<file path="config.mk">
export PLATFORM = sky130hd
export DESIGN_NAME = serial_sar_ctrl
export DESIGN_NICKNAME = d
export VERILOG_FILES = /design/src/rtl/ssc_pkg.sv /design/src/rtl/ssc_edge_det.sv /design/src/rtl/ssc_mux_map.sv /design/src/rtl/ssc_step_gen.sv /design/src/rtl/ssc_sar_core.sv /design/src/rtl/serial_sar_ctrl.sv
export SDC_FILE = /design/constraint.sdc
export NUM_CORES = 1
export LEC_CHECK = 0
export BUFFER_PORTS_ARGS = -buffer_cell sky130_fd_sc_hd__buf_2
export CAP_MARGIN = 25
export CORE_MARGIN = 2
export CORE_UTILIZATION = 55
export DETAILED_ROUTE_END_ITERATION = 10
export PLACE_DENSITY = 0.75
export SLEW_MARGIN = 20
export SYNTH_ARGS = -nofsm -noshare
export SYNTH_HDL_FRONTEND = slang
export SYNTH_SLANG_ARGS = --single-unit
</file>
<file path="constraint.sdc">
create_clock -name clk -period 2.82 [get_ports clk]
set_clock_uncertainty 0.05 [all_clocks]
set_input_delay 0.423 -clock clk [delete_from_list [all_inputs] [get_ports clk]]
set_output_delay 0.423 -clock clk [all_outputs]
set_load 0.01 [all_outputs]
</file>
<file path="src/rtl/ssc_pkg.sv">
// Shared types for the serial SAR sequencer.
// Assumes nothing beyond IEEE 1800-2017 enumerations.
package ssc_pkg;

    // Transaction phases of the sequencer.
    typedef enum logic [1:0] {
        ST_IDLE = 2'd0,
        ST_CMD  = 2'd1,
        ST_CONV = 2'd2,
        ST_READ = 2'd3
    } seq_state_t;

endpackage

</file>
<file path="src/rtl/ssc_edge_det.sv">
// Serial clock edge detector.
// Produces one-cycle rise and fall pulses from a level that is already
// synchronous to clk; each level is assumed to last at least two cycles.
module ssc_edge_det (
    input  logic clk,
    input  logic rst_n,
    input  logic lvl_i,
    output logic rise_o,
    output logic fall_o
);

    logic lvl_q;

    // Keep the previous level for comparison.
    always_ff @(posedge clk) begin
        if (!rst_n) lvl_q <= 1'b0;
        else        lvl_q <= lvl_i;
    end

    // Edge pulses from current versus previous level.
    always_comb begin
        rise_o = lvl_i & ~lvl_q;
        fall_o = ~lvl_i & lvl_q;
    end

endmodule

</file>
<file path="src/rtl/ssc_mux_map.sv">
// Maps the command channel field and input mode to multiplexer selects.
// Differential mode pairs a channel with its LSB-inverted neighbour.
module ssc_mux_map #(
    parameter int CH_W = 3
)(
    input  logic [CH_W-1:0] chan_i,
    input  logic            single_i,
    output logic [CH_W-1:0] pos_o,
    output logic [CH_W-1:0] neg_o,
    output logic            neg_com_o
);

    localparam logic [CH_W-1:0] PAIR_FLIP = CH_W'(1);

    // Positive side follows the field; negative side by mode.
    always_comb begin
        pos_o     = chan_i;
        neg_com_o = single_i;
        neg_o     = single_i ? '0 : (chan_i ^ PAIR_FLIP);
    end

endmodule

</file>
<file path="src/rtl/ssc_step_gen.sv">
// Conversion step pacing.
// Serial-clock mode: a step on each serial edge inside the window that
// ends on falling edge DONE_FALL. Internal mode: a step every INT_DIV
// clk cycles. Assumes fall_cnt_i holds falling edges seen so far.
module ssc_step_gen #(
    parameter int STEPS     = 15,
    parameter int INT_DIV   = 4,
    parameter int DONE_FALL = 18,
    parameter int FCNT_W    = 5
)(
    input  logic              clk,
    input  logic              rst_n,
    input  logic              run_i,
    input  logic              int_mode_i,
    input  logic              s_rise_i,
    input  logic              s_fall_i,
    input  logic [FCNT_W-1:0] fall_cnt_i,
    output logic              step_o
);

    localparam int DIV_W    = (INT_DIV > 1) ? $clog2(INT_DIV) : 1;
    localparam int FALL_MIN = DONE_FALL - (STEPS + 1) / 2;
    localparam int RISE_MIN = DONE_FALL - STEPS / 2;

    logic [DIV_W-1:0] div_cnt;
    logic             div_tick;
    logic             ext_tick;

    // Internal divider, restarted whenever no conversion runs.
    always_ff @(posedge clk) begin
        if (!rst_n || !run_i || !int_mode_i) div_cnt <= '0;
        else if (div_tick)                   div_cnt <= '0;
        else                                 div_cnt <= div_cnt + 1'b1;
    end

    // Step selection for the active timing mode.
    always_comb begin
        div_tick = (div_cnt == DIV_W'(INT_DIV - 1));
        ext_tick = (s_fall_i && (fall_cnt_i >= FCNT_W'(FALL_MIN))) ||
                   (s_rise_i && (fall_cnt_i >= FCNT_W'(RISE_MIN)));
        step_o   = run_i && (int_mode_i ? div_tick : ext_tick);
    end

endmodule

</file>
<file path="src/rtl/ssc_sar_core.sv">
// Binary-search register and result shifter.
// Steps 0..RES_W-1 each decide one bit MSB first from the comparator;
// step RES_W copies the result into the output shift register.
module ssc_sar_core #(
    parameter int RES_W = 14
)(
    input  logic             clk,
    input  logic             rst_n,
    input  logic             start_i,
    input  logic             step_i,
    input  logic             cmp_i,
    input  logic             shift_i,
    output logic [RES_W-1:0] dac_code_o,
    output logic             done_o,
    output logic             dout_o
);

    localparam int IDX_W = $clog2(RES_W + 1);

    logic [RES_W-1:0] res_q;
    logic [RES_W-1:0] out_sr;
    logic [IDX_W-1:0] idx_q;

    // Search state: clear on start, decide one bit per step.
    always_ff @(posedge clk) begin
        if (!rst_n) begin
            res_q <= '0;
            idx_q <= '0;
        end else if (start_i) begin
            res_q <= '0;
            idx_q <= '0;
        end else if (step_i && (idx_q < IDX_W'(RES_W))) begin
            res_q[RES_W - 1 - int'(idx_q)] <= cmp_i;
            idx_q <= idx_q + 1'b1;
        end
    end

    // Output shifter: load at completion, advance on request.
    always_ff @(posedge clk) begin
        if (!rst_n)       out_sr <= '0;
        else if (done_o)  out_sr <= res_q;
        else if (shift_i) out_sr <= {out_sr[RES_W-2:0], 1'b0};
    end

    // Trial code: decided bits plus the bit under test.
    always_comb begin
        for (int k = 0; k < RES_W; k++) begin
            dac_code_o[k] = res_q[k] | ((int'(idx_q) + k) == RES_W - 1);
        end
        done_o = step_i && (idx_q == IDX_W'(RES_W));
        dout_o = out_sr[RES_W-1];
    end

endmodule

</file>
<file path="src/rtl/serial_sar_ctrl.sv">
// Top of the serial SAR sequencer.
// Receives the command byte, moves the multiplexer and track/hold at
// fixed serial falling edges, runs the search and serialises the result.
// Assumes cs_n, sclk and din are synchronous to clk and CMD_W >= CH_W+3.
module serial_sar_ctrl
    import ssc_pkg::*;
#(
    parameter int RES_W         = 14,
    parameter int CH_W          = 3,
    parameter int CMD_W         = 8,
    parameter int INT_DIV       = 4,
    parameter int EXT_DONE_FALL = 18
)(
    input  logic             clk,
    input  logic             rst_n,
    input  logic             cs_n,
    input  logic             sclk,
    input  logic             din,
    input  logic             cmp_i,
    output logic             dout,
    output logic             sstrb,
    output logic             th_hold,
    output logic             mux_open,
    output logic [CH_W-1:0]  mux_pos_sel,
    output logic [CH_W-1:0]  mux_neg_sel,
    output logic             mux_neg_com,
    output logic [RES_W-1:0] dac_code
);

    localparam int STEPS     = RES_W + 1;
    localparam int SEL_FALL  = CH_W + 2;
    localparam int HOLD_FALL = CMD_W;
    localparam int MODE_BIT  = CMD_W - CH_W - 3;
    localparam int FCNT_W    = $clog2(EXT_DONE_FALL + 1);

    seq_state_t        state;
    logic [CMD_W-1:0]  cmd_sr;
    logic [FCNT_W-1:0] fall_cnt;
    logic [FCNT_W-1:0] fall_nxt;
    logic              int_mode;
    logic              s_rise, s_fall;
    logic              sar_start, sar_step, sar_done, sar_shift, sar_dout;
    logic [CH_W-1:0]   map_pos, map_neg;
    logic              map_com;

    ssc_edge_det u_edge (
        .clk    (clk),
        .rst_n  (rst_n),
        .lvl_i  (sclk),
        .rise_o (s_rise),
        .fall_o (s_fall)
    );

    ssc_mux_map #(.CH_W(CH_W)) u_map (
        .chan_i    (cmd_sr[CH_W:1]),
        .single_i  (cmd_sr[0]),
        .pos_o     (map_pos),
        .neg_o     (map_neg),
        .neg_com_o (map_com)
    );

    ssc_step_gen #(
        .STEPS     (STEPS),
        .INT_DIV   (INT_DIV),
        .DONE_FALL (EXT_DONE_FALL),
        .FCNT_W    (FCNT_W)
    ) u_step (
        .clk        (clk),
        .rst_n      (rst_n),
        .run_i      ((state == ST_CONV) && !cs_n),
        .int_mode_i (int_mode),
        .s_rise_i   (s_rise),
        .s_fall_i   (s_fall),
        .fall_cnt_i (fall_cnt),
        .step_o     (sar_step)
    );

    ssc_sar_core #(.RES_W(RES_W)) u_core (
        .clk        (clk),
        .rst_n      (rst_n),
        .start_i    (sar_start),
        .step_i     (sar_step),
        .cmp_i      (cmp_i),
        .shift_i    (sar_shift),
        .dac_code_o (dac_code),
        .done_o     (sar_done),
        .dout_o     (sar_dout)
    );

    // Edge-count arithmetic and handoff pulses to the search core.
    always_comb begin
        fall_nxt  = fall_cnt + 1'b1;
        sar_start = !cs_n && (state == ST_CMD) && s_fall &&
                    (fall_nxt == FCNT_W'(HOLD_FALL));
        sar_shift = !cs_n && (state == ST_READ) && s_fall;
        dout      = !cs_n && (state == ST_READ) && sar_dout;
    end

    // Transaction sequencing, multiplexer and track/hold control.
    always_ff @(posedge clk) begin
        if (!rst_n) begin
            state       <= ST_IDLE;
            cmd_sr      <= '0;
            fall_cnt    <= '0;
            int_mode    <= 1'b0;
            th_hold     <= 1'b0;
            mux_open    <= 1'b0;
            sstrb       <= 1'b0;
            mux_pos_sel <= '0;
            mux_neg_sel <= '0;
            mux_neg_com <= 1'b1;
        end else if (cs_n) begin
            state    <= ST_IDLE;
            th_hold  <= 1'b0;
            mux_open <= 1'b0;
            sstrb    <= 1'b0;
        end else begin
            unique case (state)
                ST_IDLE: begin
                    if (s_rise && din) begin
                        cmd_sr   <= CMD_W'(1);
                        fall_cnt <= '0;
                        state    <= ST_CMD;
                    end
                end
                ST_CMD: begin
                    if (s_rise) cmd_sr <= {cmd_sr[CMD_W-2:0], din};
                    if (s_fall) begin
                        fall_cnt <= fall_nxt;
                        if (fall_nxt == FCNT_W'(SEL_FALL)) begin
                            mux_pos_sel <= map_pos;
                            mux_neg_sel <= map_neg;
                            mux_neg_com <= map_com;
                        end
                        if (fall_nxt == FCNT_W'(HOLD_FALL)) begin
                            th_hold  <= 1'b1;
                            mux_open <= 1'b1;
                            int_mode <= cmd_sr[MODE_BIT];
                            state    <= ST_CONV;
                        end
                    end
                end
                ST_CONV: begin
                    if (s_fall) fall_cnt <= fall_nxt;
                    if (sar_done) begin
                        th_hold  <= 1'b0;
                        mux_open <= 1'b0;
                        sstrb    <= 1'b1;
                        state    <= ST_READ;
                    end
                end
                ST_READ: begin
                    state <= ST_READ;
                end
                default: state <= ST_IDLE;
            endcase
        end
    end

endmodule

</file>
# After elaboration in Yosys (flattened, before gate mapping)

Index checks and enable logic that the tools add are counted.
W data, S select, Z words.

Bitwise operators: 21
Divide/modulo/power cells: 0
Shifts and indexed selects: 0
Magnitude comparators: 5
Equal/unequal tests: 27
Mux-type cells: 22
Reductions and logical operators: 37
Add/subtract/negate cells: 17
$mul: 0

Operator list:

| operator              | count |
|---|---|
| $eq A32 B5 Y1 const B | 13 |
| $ge A32 B1 Y1 const B | 1 |
| $lt A32 B6 Y1 const B | 1 |
| $add A4 B4 Y5 const B | 6 |
| $mux W14              | 2 |
| $reduce_and A4 Y1     | 6 |
| $add A4 B3 Y5 const B | 4 |
| $bwmux W14            | 1 |
| $logic_and A1 B1 Y1   | 14 |
| $or A1 B1 Y1          | 14 |
| $add A4 B2 Y5 const B | 2 |
| $ge A5 B4 Y1 const B  | 2 |
| $mux W5               | 2 |
| $pmux W5 S2           | 1 |
| $mux W2               | 4 |
| $mux W4               | 2 |
| $ne A2 B2 Y1 const B  | 4 |
| $pmux W2 S4           | 1 |
| $pmux W4 S2           | 1 |
| $reduce_bool A2 Y1    | 4 |
| $reduce_or A2 Y1      | 4 |
| $eq A2 B2 Y1 const B  | 3 |
| $add A4 B1 Y5 const B | 1 |
| $add A5 B1 Y5 const B | 1 |
| 20 further kinds      | 35 |

Output and inout port bits: 25
Memories kept: 0
Bits of input ports: 6
RAM bits: 0
Bits in latches: 0
Flip-flop bits (word level): 56
Memory bits (read-only): 0
Word-level logic and storage cells: 143

# Longest topological paths before layout

Depth after elaboration: 9
Mapped depth: 9
Depth with buffers taken out: 7

# Modules after synthesis

Synthesis repeated with hierarchy kept, for this count alone.

Cells, all modules: 377
Area, all modules: 3379.5 um^2

By module, submodules not included:

| module          | cells each | instances | area each (um^2) | seq. area each (um^2) |
|---|---|---|---|---|
| ssc_sar_core    | 212        | 1         | 1951.9           | 640.6 |
| serial_sar_ctrl | 142        | 1         | 1224.9           | 420.4 |
| ssc_step_gen    | 12         | 1         | 117.6            | 40.0 |
| ssc_mux_map     | 7          | 1         | 46.3             | 0.0 |
| ssc_edge_det    | 4          | 1         | 38.8             | 20.0 |

# Least setup slack after synthesis

OpenSTA, ideal clock, no wires.

Kind: register -> register
Start point: register state[1]
End point: register mux_neg_sel[2]
Buffers on the path: 2
Stages on the path, launching flop included: 10
Period minus slack after synthesis: 2.188 ns
Setup slack: 0.632 ns
Library setup time: 0.071 ns
Data arrival time: 2.068 ns
Required time: 2.699 ns
Cell sequence: dfxtp_1 inv_1 ha_1 clkbuf_2 and4bb_2 nand2_1 or4_1 buf_2 or3b_1 a21oi_1

Word-level cells in the longest chain between the ends: 2

RTL lines:

| element                     | RTL line               | text |
|---|---|---|
| start, declared             | serial_sar_ctrl.sv:36  | `seq_state_t state;` |
| start signal, assigned      | serial_sar_ctrl.sv:102 | `state <= ST_IDLE;` |
| start signal, assigned      | serial_sar_ctrl.sv:113 | `state <= ST_IDLE;` |
| start signal, assigned      | serial_sar_ctrl.sv:123 | `state <= ST_CMD;` |
| $eq A2 B1 Y1                | serial_sar_ctrl.sv:118 | `unique case (state)` |
| $reduce_and A4 Y1 (no line) | --                     |  |
| end signal, assigned        | serial_sar_ctrl.sv:132 | `mux_neg_sel <= map_neg;` |
| end, declared               | serial_sar_ctrl.sv:25  | `output logic [CH_W-1:0] mux_neg_sel,` |

No other way between the ends.
A chain may end at the register's enable or synchronous reset.

# Worst setup path after layout

Start point: register u_core.idx_q[1]
End point: output port dac_code[10]

Word-level cells in the longest chain between the ends: 3

RTL lines:

| element                | RTL line              | text |
|---|---|---|
| start, declared        | ssc_sar_core.sv:22    | `logic [IDX_W-1:0] idx_q;` |
| start signal, assigned | ssc_sar_core.sv:34    | `idx_q <= idx_q + 1'b1;` |
| $add A4 B4 Y5          | ssc_sar_core.sv:48    | `dac_code_o[k] = res_q[k] \| ((int'(idx_q) + k) == RES_W - 1);` |
| $eq A32 B5 Y1          | ssc_sar_core.sv:48    |  |
| $or A1 B1 Y1           | ssc_sar_core.sv:48    |  |
| end, declared          | serial_sar_ctrl.sv:27 | `output logic [RES_W-1:0] dac_code` |

No other way between the ends.

==> qor.csv <==
stage,metric,value,unit
synthesis,synth_warnings,0,
finish,fillerInstances,506,
power_and_ir_drop,leakage,1.55,nW
routing,vias,2648,
worst_setup_path,critPathMaxFanout,9,
synthesis,synth.distinct_cells,48,
routing,antenna_left,0,
clocking,ctsResizeCount,0,
timing,layout_setup_ws,0.223,ns
synthesis,syn_nets,397,
timing,tns,0,ns
synthesis,synth_cells,369,
synthesis,postSynth.asyncResetShare,0,
flow_run,maxCapViolCount,0,
synthesis,synth_top_cell_by_area,dfxtp_1,
clocking,cts_setup_buffers,0,
timing,maxSlewViolCount,0,
power_and_ir_drop,power_density,410,nW/um^2
place,gp_congestion,0.941,
timing,period_minus_slack,2.60,ns
synthesis,synth_seq_cells,56,
die,pin_count,31,
clocking,clockBufferDepth,2,
worst_setup_path,critPathLaunchType,flop,
timing,setup_violations,0,
finish,drive_above_1_share,0.166,
place,dp_hpwl,5080,microns
power_and_ir_drop,peakVddDrop,0.280,mV
timing,worst_slew_pin_slew,0.653,ns
synthesis,ys_dominant_reg_cell,dfxtp_1,
finish,syn2layout_area_growth,9.52,%
global_routing,grt_pass1_vias,2452,
global_routing,grt_pass1_wl,11800,microns
timing,rsz0062_at_grt,false,
synthesis,synth.avg_cell_area,8.69,sq um
timing,hold_viol,0,
finish,layout_commonest_cell,dfxtp_1,
clocking,htree_levels,2,
synthesis,synth.area.top_cells,"dfxtp_1 35%, mux2i_1 11%, ha_1 8.6%",
timing,min_period_over_period,0.921,
die,core-area,5570,sq um
place,io_buffers,30,
global_routing,grt_overflow,0,
timing,timing.fmax,385,MHz
routing,via_per_inst,5.71,
clocking,cts_sinks,56,
clocking,clock_latency,0.31,ns
place,preCtsSetupSlack,0.368,ns
finish,final_cell_area,3510,sq um
routing,wire_per_inst,14.8,microns
place,place_inst,456,
synthesis,syn_area,3210,sq um
timing,fin_worst_hold_slack,0.279,ns
worst_setup_path,cp.arrival,2.12,ns
routing,wl,6890,microns
finish,diodes,0,
synthesis,synth_top_area_frac,0.350,
die,dieArea,6460,sq um
routing,drtIter0Drc,116,
timing,relSlewSlack,0.565,
clocking,hold_buffers,0,
worst_setup_path,cp_data_required_time,2.35,ns
worst_setup_path,critical_path_class,flop to output pin,
global_routing,grt_antenna_before_repair,0,
synthesis,ys_seq_area_frac,0.350,
routing,drt-pass1-iter-count,4,
die,core.rowCount,27,
finish,final_cell_mix,"56 x dfxtp_1, 35 x nand2_1, 34 x mux2i_1, 32 x nor2_1, 30 x buf_2",
clocking,cts_tree,yes,
finish,fin_cells,464,
finish,nNetsFinal,419,
routing,drc,0,
clocking,ctsRootBufferMaster,clkbuf_8,
synthesis,synth-edff-count,0,
hold_path,min_path_type,primary input to flop,
power_and_ir_drop,p_total,1.44,mW
global_routing,grt_max_degree,31,
finish,post-route-util,0.630,
place,place_area,3400,sq um
clocking,cts_buffers,5,
die,die_y,80.3,microns
clocking,clk_pin_slew,0.10,ns
worst_setup_path,end_kind,output pin,
run_status,outcome,"finished, final reports clean",
die,fp.dieW,80.3,microns
global_routing,grt_usage,0.230,
die,start_util,0.575,
-- area by class of cell --
| class | instances | area (sq um) | share of cell area |
|---|---|---|---|
| multi-input combinational | 269 | 1890 | 0.539 |
| clock inverter | 3 | 46.3 | 0.0132 |
| tap | 72 | 90.1 | 0.0257 |
| sequential | 56 | 1120 | 0.319 |
| clock buffer | 5 | 68.8 | 0.0196 |
| timing repair buffer | 39 | 218 | 0.0620 |
| inverter | 20 | 75.1 | 0.0214 |
-- sequential cells by signal, indices dropped and copies added (netlist names) --
register,cells
u_step.div_cnt,2
sstrb,1
mux_neg_com,1
u_core.res_q,14
int_mode,1
mux_neg_sel,3
u_core.idx_q,4
u_edge.lvl_q,1
u_core.out_sr,14
state,2
mux_open,1
cmd_sr,4
mux_pos_sel,3
fall_cnt,5
-- cell usage after synthesis (3+ instances only) --
cell type / count
a211oi_1: 17
a21o_1: 3
a21oi_1: 18
a31o_2: 9
a41o_1: 5
and2_1: 4
buf_2: 5
clkbuf_1: 13
dfxtp_1: 56
ha_1: 22
inv_1: 20
mux2_2: 3
mux2i_1: 34
nand2_1: 35
nand2b_1: 7
nand3_1: 23
nand3b_1: 4
nor2_1: 32
nor2b_1: 6
o21ai_0: 5
or3_1: 5
xnor2_1: 5
xor2_1: 4
-- logic make-up (layout without fill, tap and decap cells) --
family / after synthesis / in the layout / share of synthesized area
flip-flops: 56 / 56 / 0.350
adder cells (fa/ha/maj): 22 / 22 / 0.0859
AO/OA/AOI/OAI: 70 / 70 / 0.157
XOR/XNOR: 9 / 9 / 0.0246
AND/OR/NAND/NOR: 131 / 131 / 0.206
buffers and inverters: 44 / 67 / 0.0601
multiplexers: 37 / 37 / 0.117
-- routing by layer --
| metal | up-vias | GRT usage | part of all wire |
|---|---|---|---|
| met5 | - | 0 | 0 |
| met4 | 0 | 0.0508 | 0.0087 |
| met3 | 6 | 0.0371 | 0.032 |
| met2 | 48 | 0.352 | 0.44 |
| met1 | 1247 | 0.339 | 0.52 |
| li1 | 1347 | - | - |
-- worst max-delay path: stages (launching register included) --
cell	delay, ns
dfxtp_1	0.51
inv_1	0.22
ha_1	0.38
inv_1	0.08
nor2_1	0.29
a31o_2	0.21
buf_2	0.12
-- where the power goes --
group	total, mW	switching (mW)	internal (mW)
Clock	0.546	0.276	0.270
Sequential	0.801	0.00575	0.795
Combinational	0.0936	0.0601	0.0334
-- final timing paths --
path,start,to,slack (ns),cells after the start
setup / recovery,u_core.idx_q[1]$_SDFFE_PP0P_,dac_code[10],0.22,6
hold / removal,rst_n,mux_neg_com$_SDFFE_PN1P_,0.28,2
setup reg to reg,state[1]$_SDFFE_PP0P_,mux_neg_sel[2]$_SDFFE_PN0P_,0.34,7
hold reg to reg,u_step.div_cnt[0]$_SDFF_PP0_,u_step.div_cnt[0]$_SDFF_PP0_,0.39,1
Note: power is estimated with default switching activity, not from simulation.
